## config.mk

```make
export PLATFORM = sky130hd
export DESIGN_NAME = interlock_pipe
export DESIGN_NICKNAME = d
export VERILOG_FILES = /design/src/rtl/interlock_pipe_pkg.sv /design/src/rtl/interlock_pipe_ctrl.sv /design/src/rtl/interlock_pipe_datapath.sv /design/src/rtl/interlock_pipe.sv
export SDC_FILE = /design/constraint.sdc
export NUM_CORES = 1
export LEC_CHECK = 0
export BUFFER_PORTS_ARGS = -buffer_cell sky130_fd_sc_hd__buf_2
export CORE_MARGIN = 2
export CORE_UTILIZATION = 45
export CTS_BUF_LIST = sky130_fd_sc_hd__clkbuf_8
export DETAILED_ROUTE_END_ITERATION = 6
export HOLD_SLACK_MARGIN = 0.15
export PLACE_DENSITY = 0.66
export SYNTH_ARGS = -nofsm -noshare
export SYNTH_HDL_FRONTEND = slang
export SYNTH_HIERARCHICAL = 1
export SYNTH_SLANG_ARGS = --single-unit
```

## constraint.sdc

```tcl
create_clock -name clk -period 3.79 [get_ports clk]
set_clock_uncertainty 0.2 [all_clocks]
set_input_delay 0.758 -clock clk [delete_from_list [all_inputs] [get_ports clk]]
set_output_delay 0.758 -clock clk [all_outputs]
set_load 0.005 [all_outputs]
```

## src/rtl/interlock_pipe_pkg.sv

```systemverilog
package interlock_pipe_pkg;

  localparam logic [2:0] OP_ADD = 3'd0;
  localparam logic [2:0] OP_SUB = 3'd1;

  typedef struct packed {
    logic takeFetch;
    logic advance;
    logic stall;
    logic retire;
  } pipeStrobes_t;

endpackage

```

## src/rtl/interlock_pipe_ctrl.sv

```systemverilog
module interlock_pipe_ctrl
  import interlock_pipe_pkg::*;
#(
  parameter int IDX_W = 3
) (
  input  logic             clk,
  input  logic             rstN,
  input  logic             fetchEn,
  input  logic [IDX_W-1:0] l1Ra,
  input  logic [IDX_W-1:0] l1Rb,
  input  logic [IDX_W-1:0] l2Rc,
  output pipeStrobes_t     strobes,
  output logic             flushed
);

  logic l1Valid, l2Valid;
  logic hazard;

  assign hazard = l1Valid && l2Valid && ((l2Rc == l1Ra) || (l2Rc == l1Rb));

  always_comb begin
    strobes.stall     = hazard;
    strobes.takeFetch = fetchEn && !hazard;
    strobes.advance   = l1Valid && !hazard;
    strobes.retire    = l2Valid;
  end

  assign flushed = !l1Valid && !l2Valid;

  always_ff @(posedge clk or negedge rstN) begin
    if (!rstN) begin
      l1Valid <= 1'b0;
      l2Valid <= 1'b0;
    end else if (hazard) begin
      l2Valid <= 1'b0;
    end else begin
      l2Valid <= l1Valid;
      l1Valid <= fetchEn;
    end
  end

endmodule

```

## src/rtl/interlock_pipe_datapath.sv

```systemverilog
module interlock_pipe_datapath
  import interlock_pipe_pkg::*;
#(
  parameter int REG_W = 16,
  parameter int NREGS = 8,
  parameter int PC_W  = 8,
  parameter int OP_W  = 3
) (
  input  logic                              clk,
  input  logic                              rstN,
  input  pipeStrobes_t                      strobes,
  input  logic [OP_W+3*$clog2(NREGS)-1:0]   imemData,
  output logic [PC_W-1:0]                   imemAddr,
  output logic [$clog2(NREGS)-1:0]          l1Ra,
  output logic [$clog2(NREGS)-1:0]          l1Rb,
  output logic [$clog2(NREGS)-1:0]          l2Rc,
  output logic                              retireWe,
  output logic [REG_W-1:0]                  retireData
);

  localparam int IDX_W   = $clog2(NREGS);
  localparam int INSTR_W = OP_W + 3 * IDX_W;
  localparam int RB_LO   = 0;
  localparam int RA_LO   = IDX_W;
  localparam int RC_LO   = 2 * IDX_W;
  localparam int OP_LO   = 3 * IDX_W;

  logic [PC_W-1:0]    pcReg;
  logic [INSTR_W-1:0] l1Word;
  logic [OP_W-1:0]    l2Op;
  logic [IDX_W-1:0]   l2Dest;
  logic [REG_W-1:0]   l2OpA, l2OpB;
  logic [REG_W-1:0]   regFile [NREGS];
  logic [REG_W-1:0]   aluOut;
  logic               isArith;

  assign imemAddr = pcReg;
  assign l1Ra     = l1Word[RA_LO +: IDX_W];
  assign l1Rb     = l1Word[RB_LO +: IDX_W];
  assign l2Rc     = l2Dest;

  always_ff @(posedge clk or negedge rstN) begin
    if (!rstN) begin
      pcReg  <= '0;
      l1Word <= '0;
    end else if (strobes.takeFetch) begin
      pcReg  <= pcReg + 1'b1;
      l1Word <= imemData;
    end
  end

  always_ff @(posedge clk or negedge rstN) begin
    if (!rstN) begin
      l2Op   <= '0;
      l2Dest <= '0;
      l2OpA  <= '0;
      l2OpB  <= '0;
    end else if (strobes.advance) begin
      l2Op   <= l1Word[OP_LO +: OP_W];
      l2Dest <= l1Word[RC_LO +: IDX_W];
      l2OpA  <= regFile[l1Ra];
      l2OpB  <= regFile[l1Rb];
    end
  end

  always_comb begin
    isArith = 1'b1;
    aluOut  = l2OpA;
    if (l2Op == OP_W'(OP_ADD)) begin
      aluOut = l2OpA + l2OpB;
    end else if (l2Op == OP_W'(OP_SUB)) begin
      aluOut = l2OpA - l2OpB;
    end else begin
      isArith = 1'b0;
    end
  end

  assign retireWe   = strobes.retire && isArith;
  assign retireData = aluOut;

  for (genvar g = 0; g < NREGS; g++) begin : gRegs
    always_ff @(posedge clk or negedge rstN) begin
      if (!rstN) begin
        regFile[g] <= REG_W'(g);
      end else if (retireWe && (l2Dest == IDX_W'(g))) begin
        regFile[g] <= aluOut;
      end
    end
  end

endmodule

```

## src/rtl/interlock_pipe.sv

```systemverilog
module interlock_pipe
  import interlock_pipe_pkg::*;
#(
  parameter int REG_W = 16,
  parameter int NREGS = 8,
  parameter int PC_W  = 8,
  parameter int OP_W  = 3
) (
  input  logic                                clk,
  input  logic                                rstN,
  input  logic                                fetchEn,
  output logic [PC_W-1:0]                     imemAddr,
  input  logic [OP_W+3*$clog2(NREGS)-1:0]     imemData,
  output logic                                flushed,
  output logic                                retireValid,
  output logic                                retireWe,
  output logic [$clog2(NREGS)-1:0]            retireDest,
  output logic [REG_W-1:0]                    retireData
);

  localparam int IDX_W = $clog2(NREGS);

  pipeStrobes_t     strobes;
  logic [IDX_W-1:0] l1Ra, l1Rb, l2Rc;
  logic             stallNow;

  assign stallNow    = strobes.stall;
  assign retireValid = strobes.retire;
  assign retireDest  = l2Rc;

  interlock_pipe_ctrl #(.IDX_W(IDX_W)) uCtrl (
    .clk     (clk),
    .rstN    (rstN),
    .fetchEn (fetchEn),
    .l1Ra    (l1Ra),
    .l1Rb    (l1Rb),
    .l2Rc    (l2Rc),
    .strobes (strobes),
    .flushed (flushed)
  );

  interlock_pipe_datapath #(
    .REG_W (REG_W),
    .NREGS (NREGS),
    .PC_W  (PC_W),
    .OP_W  (OP_W)
  ) uData (
    .clk        (clk),
    .rstN       (rstN),
    .strobes    (strobes),
    .imemData   (imemData),
    .imemAddr   (imemAddr),
    .l1Ra       (l1Ra),
    .l1Rb       (l1Rb),
    .l2Rc       (l2Rc),
    .retireWe   (retireWe),
    .retireData (retireData)
  );

endmodule

```

==> results of run 1 <==
[cells in the final DEF, fill, tap and decap left out, types with 4 or more instances in the layout]
master    count
ha_4          8
o31ai_1       4
nor3_1        6
mux2i_1      38
a21oi_1      58
o21ai_0      72
o21ai_1      13
xnor2_1      13
nand4_1       4
xnor2_2       4
buf_2        42
ha_1         14
clkinv_4      4
nand3_1       9
xor2_1       13
inv_2         4
inv_6         5
clkbuf_8     19
ha_2          9
mux4_2       64
a21oi_2       4
o21ai_2       4
buf_4        74
mux2_2       66
dfstp_2      12
nor2_1       63
dfrtp_2       8
nor2b_1       8
inv_1        29
a31oi_1       9
dfrtp_1     168
nand2_1     105
[metrics by stage]
step	hold slack, ps	std cells	util	TNS, ps
CTS	277	1342	0.517	-451
floorplan	261	953	-	0
global route	281	1358	0.532	-700
detailed placement	258	1295	0.487	0
finish	277	1358	0.532	-111
global placement	251	1295	0.487	0
[worst register-to-register path: cells and delay by family, from the launching register on]
kind	cells	cell delay [ps]
xor gates and xnor gates	1	150
adders and majority gates	1	210
and+or+nand+nor	1	550
muxes	1	240
AOI/OAI and AO/OA	3	580
DFF	1	410
buffers and inverters	4	510
[timing repair]
action | in CTS | in global routing
hold endpoints to repair | 16 | 0
gates cloned | 0 | 0
pin swaps | 12 | 26
gates resized for setup | 42 | 51
hold buffers | 1 | 0
buffers inserted | 15 | 16
endpoints found under the setup margin | 10 | 13
[registers in the layout, summed over array words and instances, names as in the netlist]
| name | flops |
|---|---|
| uData/imemAddr | 8 |
| uCtrl/l1Valid | 1 |
| uData/regFile | 128 |
| uData/l2OpA | 16 |
| uData/l1Word | 12 |
| uData/l2Rc | 3 |
| uCtrl/l2Valid | 1 |
| uData/l2OpB | 16 |
| uData/l2Op | 3 |
[layout make-up]
cell class / instances / area, um2
Timing Repair Buffer: 122 / 852
Clock buffer: 18 / 248
Tap cell: 319 / 399
Inverter: 34 / 133
Multi-Input combinational cell: 663 / 5930
Sequential cell: 188 / 4730
Clock inverter: 14 / 154
Fill cell: 2057 / 11000
[worst min path at each step]
stage | start | end | slack, ps | cells past startpoint
2_1_floorplan | rstN | uCtrl/l1Valid | 260 | 0
3_3_place_gp | uData/imemAddr[7] | uData/imemAddr[7] | 250 | 1
3_5_place_dp | uData/imemAddr[7] | uData/imemAddr[7] | 260 | 1
4_1_cts | uData/imemAddr[7] | uData/imemAddr[7] | 280 | 1
5_1_grt | fetchEn | uCtrl/l1Valid | 280 | 2
6_report | uData/imemAddr[7] | uData/imemAddr[7] | 280 | 1
[per-layer routing]
layer  vias to the layer above  wire length [um]
met5                         -                 0
met4                         0               878
met3                        45              1300
met2                       191             12600
met1                      3922             12600
li1                       3579                 -
==> results_dict.tcl, run 1 <==
set metrics [dict create \
    cp_top_family "compound AO/OA/AOI/OAI gates" \
    slew_headroom 0.453 \
    synth_nets 1001 \
    critPathKind "flip-flop to output port" \
    grt_first_pass_wirelength_um 43600 \
    slowest_delay_ps 470 \
    setup_violations 3 \
    cp.arrival_ps 2900 \
    cts.sinks 188 \
    reg2reg_depth 11 \
    grt_max_degree 82 \
    reg2reg_to "uData/regFile[79]" \
    ios 45 \
    fin_crit_ps 3860 \
    grt_remaining_overflow 0 \
    worstMarginPinSlew_ps 820 \
    yosys_warnings 6 \
    insertedDiodeCount 0 \
    post-place-ws_ps 232 \
    cts_buffer_depth 2 \
    end_kind "output port" \
    h-tree-depth 4 \
    hold_violations 0 \
    critical_path_cell_count 10 \
    die_h_um 158 \
    slew_violations 0 \
    syn_inst 953 \
    hp-class "flip-flop to flip-flop" \
    place.gp.congestion 0.896 \
    grtUsageMet3 0.0438 \
    numCtsBuffers 17 \
    drive_gt1_frac 0.368 \
    critPathMaxFanout 5 \
    area_growth_pct 16.4 \
    cts_tree "built" \
    run_status "complete, but fails checks" \
    detail-route-antenna-nets 0 \
    nNetsFinal 1074 \
    max_freq_mhz 259 \
    wire_per_inst_um 20.2 \
    hpwlAfterDp_um 18200 \
    cp_data_required_time_ps 2830 \
    syn_area_mm2 0.0107 \
    cap_violations 0 \
    drc 0 \
    grtUsageMet2 0.365 \
    avgSynthCellArea_um2 11.2 \
    crit_end "retireData[8]" \
    cp-start-kind "flip-flop" \
    setup_ws_ps -67.8 \
    drtIter0Drc 539 \
    crit_buf_inv 2 \
    stdcell_area_mm2 0.0124 \
    core-area_mm2 0.0234 \
    antenna_found_initial 0 \
    clkTransAtPathRegs_ps 100 \
    num_vias 7737 \
    grt_setup_unrepaired "true" \
    r2r-start "uData/l2OpB[10]" \
    min_period_over_period 1.02 \
    start_util 0.457 \
    reg2reg_slack_ps 850 \
    use_met1 0.321 \
    grt_pass1_vias 7757 \
    dpl_cell_area_mm2 0.0114 \
    cts_root_buf "clkbuf_8" \
    grt.busiest_layer "met2" \
    dieArea_mm2 0.0250 \
    die_w_um 158 \
    violations "negative setup slack" \
    routed_wl_um 27400 \
    clock_latency_ps 470 \
    vias_per_cell 5.70 \
    rows 56 \
    worst_path_max_delay_cell "dfrtp_2" \
    portBuffers 44 \
    worstSetupStartpoint "uData/l2OpA[1]" \
    grt_usage 0.232 \
    dr.pass1.iters 5 \
    worstPathCellList "buf_6 > fa_2 > nor2b_4 > o21ai_4 > a31oi_4 > o21a_1 > o32ai_2 > xnor2_1 > mux2_2 > buf_2" \
]
Power of run 1 is left out: the tool's default activity adds up to more than one toggle a clock period on the data nets, which glitch-free logic cannot reach.
==> run 2, diff against run 1 <==
--- a/config.mk
+++ b/config.mk
@@ -16,3 +16,4 @@
 export SYNTH_HDL_FRONTEND = slang
 export SYNTH_HIERARCHICAL = 1
 export SYNTH_SLANG_ARGS = --single-unit
+export TNS_END_PERCENT = 5
==> run 2 against run 1 <==
The run still ends with negative setup slack left. Utilization shrank 1.2 points. Worst setup slack worse by 13 ps. Maximum frequency decreased by 0.33%. Via count down 0.80%. Die area did not move. Critical path depth unchanged. Cell area shrank 2.3%. Register-to-register slack got worse by 20 ps. Largest cell class unchanged.
==> results_dict.tcl, run 2 (synthesis gave the netlist of run 1 again) <==
set metrics [dict create \
    fin_crit_ps 3870 \
    num_vias 7675 \
    grt_usage 0.230 \
    r2r-start "uData/l2OpA[1]" \
    drtIter0Drc 475 \
    clock_latency_ps 470 \
    die_h_um 158 \
    end_kind "output port" \
    cp_data_required_time_ps 2830 \
    drive_gt1_frac 0.333 \
    grt_first_pass_wirelength_um 43300 \
    cap_violations 0 \
    top_regs "uData/regFile: 128 flops, uData/l2OpA: 16 flops, uData/l2OpB: 16 flops" \
    slew_violations 0 \
    clkTransAtPathRegs_ps 100 \
    worstPathCellList "inv_2 > ha_4 > or4_4 > buf_4 > a211oi_4 > o31ai_4 > xnor2_1 > o2bb2a_4 > a21o_1 > buf_2" \
    place.gp.congestion 0.896 \
    cts_root_buf "clkbuf_8" \
    worst_path_max_delay_cell "or4_4" \
    min_to "uData/imemAddr[7]" \
    internal_power_uw 7010 \
    portBuffers 44 \
    h-tree-depth 4 \
    grt_max_degree 82 \
    vias_per_cell 5.71 \
    hpwlAfterDp_um 18200 \
    die_w_um 158 \
    cts.sinks 188 \
    hp-class "flip-flop to flip-flop" \
    numCtsBuffers 17 \
    area_growth_pct 13.7 \
    detail-route-antenna-nets 0 \
    worstMarginPinSlew_ps 817 \
    leakagePower_uw 0.00537 \
    finalNonFillerCells 1345 \
    final_core_util 0.519 \
    reg2reg_depth 10 \
    cts_tree "built" \
    reg2reg_slack_ps 830 \
    insertedDiodeCount 0 \
    violations "negative setup slack" \
    nFillCells 2084 \
    critPathMaxFanout 8 \
    max_freq_mhz 258 \
    reg2reg_to "uData/regFile[27]" \
    p_seq_frac 0.287 \
    layout_commonest_cell "dfrtp_1" \
    largest_reg_flops 128 \
    routed_wl_um 27000 \
    cp_top_family "compound AO/OA/AOI/OAI gates" \
    slew_headroom 0.455 \
    p_comb_frac 0.607 \
    dieArea_mm2 0.0250 \
    nNetsFinal 1061 \
    run_status "complete, but fails checks" \
    rows 56 \
    dr.pass1.iters 5 \
    switchingPower_uw 5740 \
    powerDensity_mw_per_mm2 1050 \
    grt_pass1_vias 7704 \
    critPathKind "flip-flop to output port" \
    start_util 0.457 \
    largest_register "uData/regFile" \
    ios 45 \
    p_clk_frac 0.106 \
    drc 0 \
    grt_setup_unrepaired "true" \
    core-area_mm2 0.0234 \
    layout_common_cells "170 x dfrtp_1, 105 x nand2_1, 75 x o21ai_0" \
    placed_cells 1295 \
    setup_violations 6 \
    cp.arrival_ps 2910 \
    cp-start-kind "flip-flop" \
    setup_ws_ps -80.8 \
    min_period_over_period 1.02 \
    p_sw_frac 0.450 \
    p_total_uw 12700 \
    crit_buf_inv 3 \
    holdPathStages 1 \
    hold_violations 0 \
    wire_per_inst_um 20.1 \
    ir_drop_uv 587 \
    antenna_found_initial 0 \
    grt_remaining_overflow 0 \
    cts_buffer_depth 2 \
    slowest_delay_ps 560 \
    hp-start "uData/imemAddr[7]" \
]
==> run 2: changes by cell type in the layout (fill, tap and decap cells not counted), moves of 3 or more <==
cell and change:
buf_4 -13, ha_1 +8, ha_2 -5, ha_4 -3
nor2b_1 +3, o21ai_0 +3
==> run 2: layout make-up <==
type	count	area (um2)	area share
repair buffers	109	757	0.0623
clock buffers	18	248	0.0204
clock inverters	14	154	0.0127
flip-flops and latches	188	4730	0.389
well taps	319	399	0.0328
multi-input cells	663	5740	0.472
inverters	34	130	0.0107
==> run 2: worst max path at each step <==
stage,endpoint,cells after the start,slack (ps),start
finish,retireData[15],10,-80,uData/l2OpB[10]
global route,retireData[15],9,-230,uData/l2OpA[1]
CTS,retireData[14],10,-120,uData/l2OpB[10]
detailed placement,retireData[8],10,230,uData/l2OpA[0]
global placement,retireData[8],10,280,uData/l2OpA[0]
floorplan,retireData[8],9,480,uData/l2OpA[0]
==> run 2: worst register-to-register path: cells and delay by family, from the launching register on <==
| kind | cells | cell delay, ps |
|---|---|---|
| compound gates | 4 | 860 |
| flops | 1 | 450 |
| simple gates | 2 | 440 |
| buf+inv | 2 | 330 |
| fa+ha+maj | 1 | 310 |
| mux | 1 | 260 |
==> run 2: layer usage <==
| layer | GRT usage | wire length [um] | vias to the layer above | part of all wire |
|---|---|---|---|---|
| met4 | 0.0875 | 810 | 0 | 0.030 |
| met1 | 0.321 | 12300 | 3909 | 0.46 |
| li1 | - | - | 3550 | - |
| met3 | 0.0430 | 1360 | 41 | 0.050 |
| met5 | 0 | 0 | - | 0 |
| met2 | 0.360 | 12500 | 175 | 0.46 |
==> run 2: repair_timing <==
item,CTS,global route
hold endpoints to repair,16,0
pin swaps,9,12
hold buffers,1,0
buffers inserted,9,9
endpoints found under the setup margin,10,13
resized for setup,29,19
==> run 2: power by group through the flow <==
stage | clock, uW | sequential (uW) | combinational, uW
6_report | 1350 | 3660 | 7740
5_1_grt | 1460 | 3780 | 8470
4_1_cts | 1380 | 3650 | 7410
3_5_place_dp | 0 | 3680 | 7070
3_3_place_gp | 0 | 3620 | 7030
2_1_floorplan | 0 | 3420 | 4920
==> run 2: per-stage QoR <==
stage	hold slack (ps)	instance area, um2	setup slack [ps]	setup TNS (ps)
after global placement	251	11400	276	0
final	277	12200	-80.8	-349
after floorplan	261	10700	484	0
after global routing	282	12200	-234	-1710
after CTS	277	12000	-124	-595
after detailed placement	258	11400	232	0
Power figures use the tool's default switching activity.
==> run 3, diff against run 2 <==
--- a/config.mk
+++ b/config.mk
@@ -11,6 +11,7 @@
 export CTS_BUF_LIST = sky130_fd_sc_hd__clkbuf_8
 export DETAILED_ROUTE_END_ITERATION = 6
 export HOLD_SLACK_MARGIN = 0.15
+export MAX_ROUTING_LAYER = met4
 export PLACE_DENSITY = 0.66
 export SYNTH_ARGS = -nofsm -noshare
 export SYNTH_HDL_FRONTEND = slang
==> run 3 against run 2 <==
The run still ends with negative setup slack left. Global-route usage increased by 0.86 points. Hold slack improved by 4.2 ps. Die area unchanged. Final cell count decreased by 0.30%. Register-to-register slack improved by 50 ps. Via count increased by 0.26%. Sequential share of layout area increased by 0.30 points. Highest routed layer unchanged.
==> results_dict.tcl, run 3 (synthesis gave the netlist of run 1 again) <==
set metrics [dict create \
    p_total_uw 12600 \
    min_period_over_period 1.03 \
    drtIter0Drc 598 \
    critPathMaxFanout 3 \
    internal_power_uw 6870 \
    p_clk_frac 0.105 \
    drive_gt1_frac 0.322 \
    grt.busiest_layer "met2" \
    dr.pass1.iters 5 \
    slew_headroom 0.446 \
    routed_wl_um 27400 \
    critPathKind "flip-flop to output port" \
    hold_violations 0 \
    powerDensity_mw_per_mm2 1040 \
    run_status "complete, but fails checks" \
    grt_first_pass_wirelength_um 43100 \
    cts_buffer_depth 2 \
    insertedDiodeCount 0 \
    drc 0 \
    p_seq_frac 0.291 \
    grt_max_degree 79 \
    p_sw_frac 0.454 \
    cts_tree "built" \
    top_regs "uData/regFile: 128 flops, uData/l2OpA: 16 flops, uData/l2OpB: 16 flops" \
    cp.arrival_ps 2950 \
    reg2reg_slack_ps 880 \
    detail-route-antenna-nets 0 \
    switchingPower_uw 5710 \
    setup_ws_ps -115 \
    tns_ps -414 \
    core-area_mm2 0.0234 \
    area_growth_pct 12.8 \
    clock_latency_ps 480 \
    cts_root_buf "clkbuf_8" \
    die_h_um 158 \
    vias_per_cell 5.74 \
    h-tree-depth 4 \
    layout_commonest_cell "dfrtp_1" \
    hp-class "flip-flop to flip-flop" \
    grt_setup_unrepaired "true" \
    antenna_found_initial 0 \
    nNetsFinal 1057 \
    leakagePower_uw 0.00534 \
    dieArea_mm2 0.0250 \
    largest_register "uData/regFile" \
    p_comb_frac 0.604 \
    clkTransAtPathRegs_ps 110 \
    use_met1 0.327 \
    slew_violations 0 \
    wire_per_inst_um 20.4 \
    die_w_um 158 \
    post-place-ws_ps 285 \
    hpwlAfterDp_um 18500 \
    cts.sinks 188 \
    ir_drop_uv 399 \
    grt_remaining_overflow 0 \
    rows 56 \
    num_vias 7695 \
    grtUsageMet3 0.0443 \
    violations "negative setup slack" \
    ios 45 \
    largest_reg_flops 128 \
    portBuffers 44 \
    fin_crit_ps 3910 \
    nFillCells 2125 \
    grt_usage 0.239 \
    layout_common_cells "172 x dfrtp_1, 105 x nand2_1, 74 x o21ai_0" \
    worstMarginPinSlew_ps 831 \
    grt_pass1_vias 7571 \
    end_kind "output port" \
    numCtsBuffers 17 \
    final_core_util 0.515 \
    setup_violations 7 \
    cap_violations 0 \
    cp_data_required_time_ps 2830 \
    max_freq_mhz 256 \
    start_util 0.457 \
    cp-start-kind "flip-flop" \
    place.gp.congestion 0.952 \
    grtUsageMet2 0.361 \
]
run 3: cell count changes in the layout (fill, tap and decap cells not counted), sizes merged:
cell / before / now
clkinv: 5 / 2
inv: 40 / 42
buf: 107 / 103
clkinvlp: 2 / 3
run 3: area by class of cell:
type                       count  area [um2]  share of cell area
clock buffer                  18         248              0.0206
clock inverter                14         134              0.0111
inverter                      34         128              0.0106
multi-input combinational    663        5710               0.474
sequential                   188        4720               0.392
tap                          319         399              0.0331
timing repair buffer         105         708              0.0588
run 3: worst max-delay path, cell delays in order, from the launching register on:
cell,delay [ps]
dfrtp_1,420
ha_2,210
fa_2,400
nor2b_4,150
o21ai_4,190
a31oi_4,110
o21a_1,200
o32ai_2,280
xnor2_1,130
mux2_4,270
buf_6,110
run 3: metal layers:
layer | wire, um | up-vias
met3 | 1560 | 45
met1 | 12500 | 3900
met5 | 0 | -
met4 | 759 | 0
met2 | 12600 | 203
li1 | - | 3547
run 3: final timing paths:
path	from	endpoint	cells past startpoint
worst max register to register	uData/l2OpA[1]	uData/regFile[59]	9
worst min register to register	uData/imemAddr[7]	uData/imemAddr[7]	1
worst min-delay path	uData/imemAddr[7]	uData/imemAddr[7]	1
worst max-delay path	uData/l2OpB[0]	retireData[8]	10
min in group asynchronous	rstN	uData/regFile[112]	2
max in group asynchronous	rstN	uData/regFile[18]	3
run 3: metrics by stage:
stage / hold WS [ps] / area, um2 / instances
2_1_floorplan: 261 / 10700 / 953
3_3_place_gp: 255 / 11400 / 1301
3_5_place_dp: 261 / 11400 / 1301
4_1_cts: 264 / 11900 / 1338
5_1_grt: 274 / 12100 / 1341
6_report: 282 / 12100 / 1341
run 3: timing repair:
| item | in CTS | in global routing |
|---|---|---|
| endpoints found under the hold margin | 71 | 0 |
| endpoints found under the setup margin | 11 | 13 |
| pin swaps | 8 | 9 |
| hold buffers | 1 | 0 |
| resized for setup | 21 | 23 |
| buffers inserted | 4 | 3 |
run 3: power groups by stage:
stage	registers (uW)	clock network, uW	logic (uW)
2_1_floorplan	3420	0	4920
3_3_place_gp	3620	0	7110
3_5_place_dp	3690	0	7130
4_1_cts	3650	1350	7360
5_1_grt	3790	1430	8270
6_report	3660	1320	7600
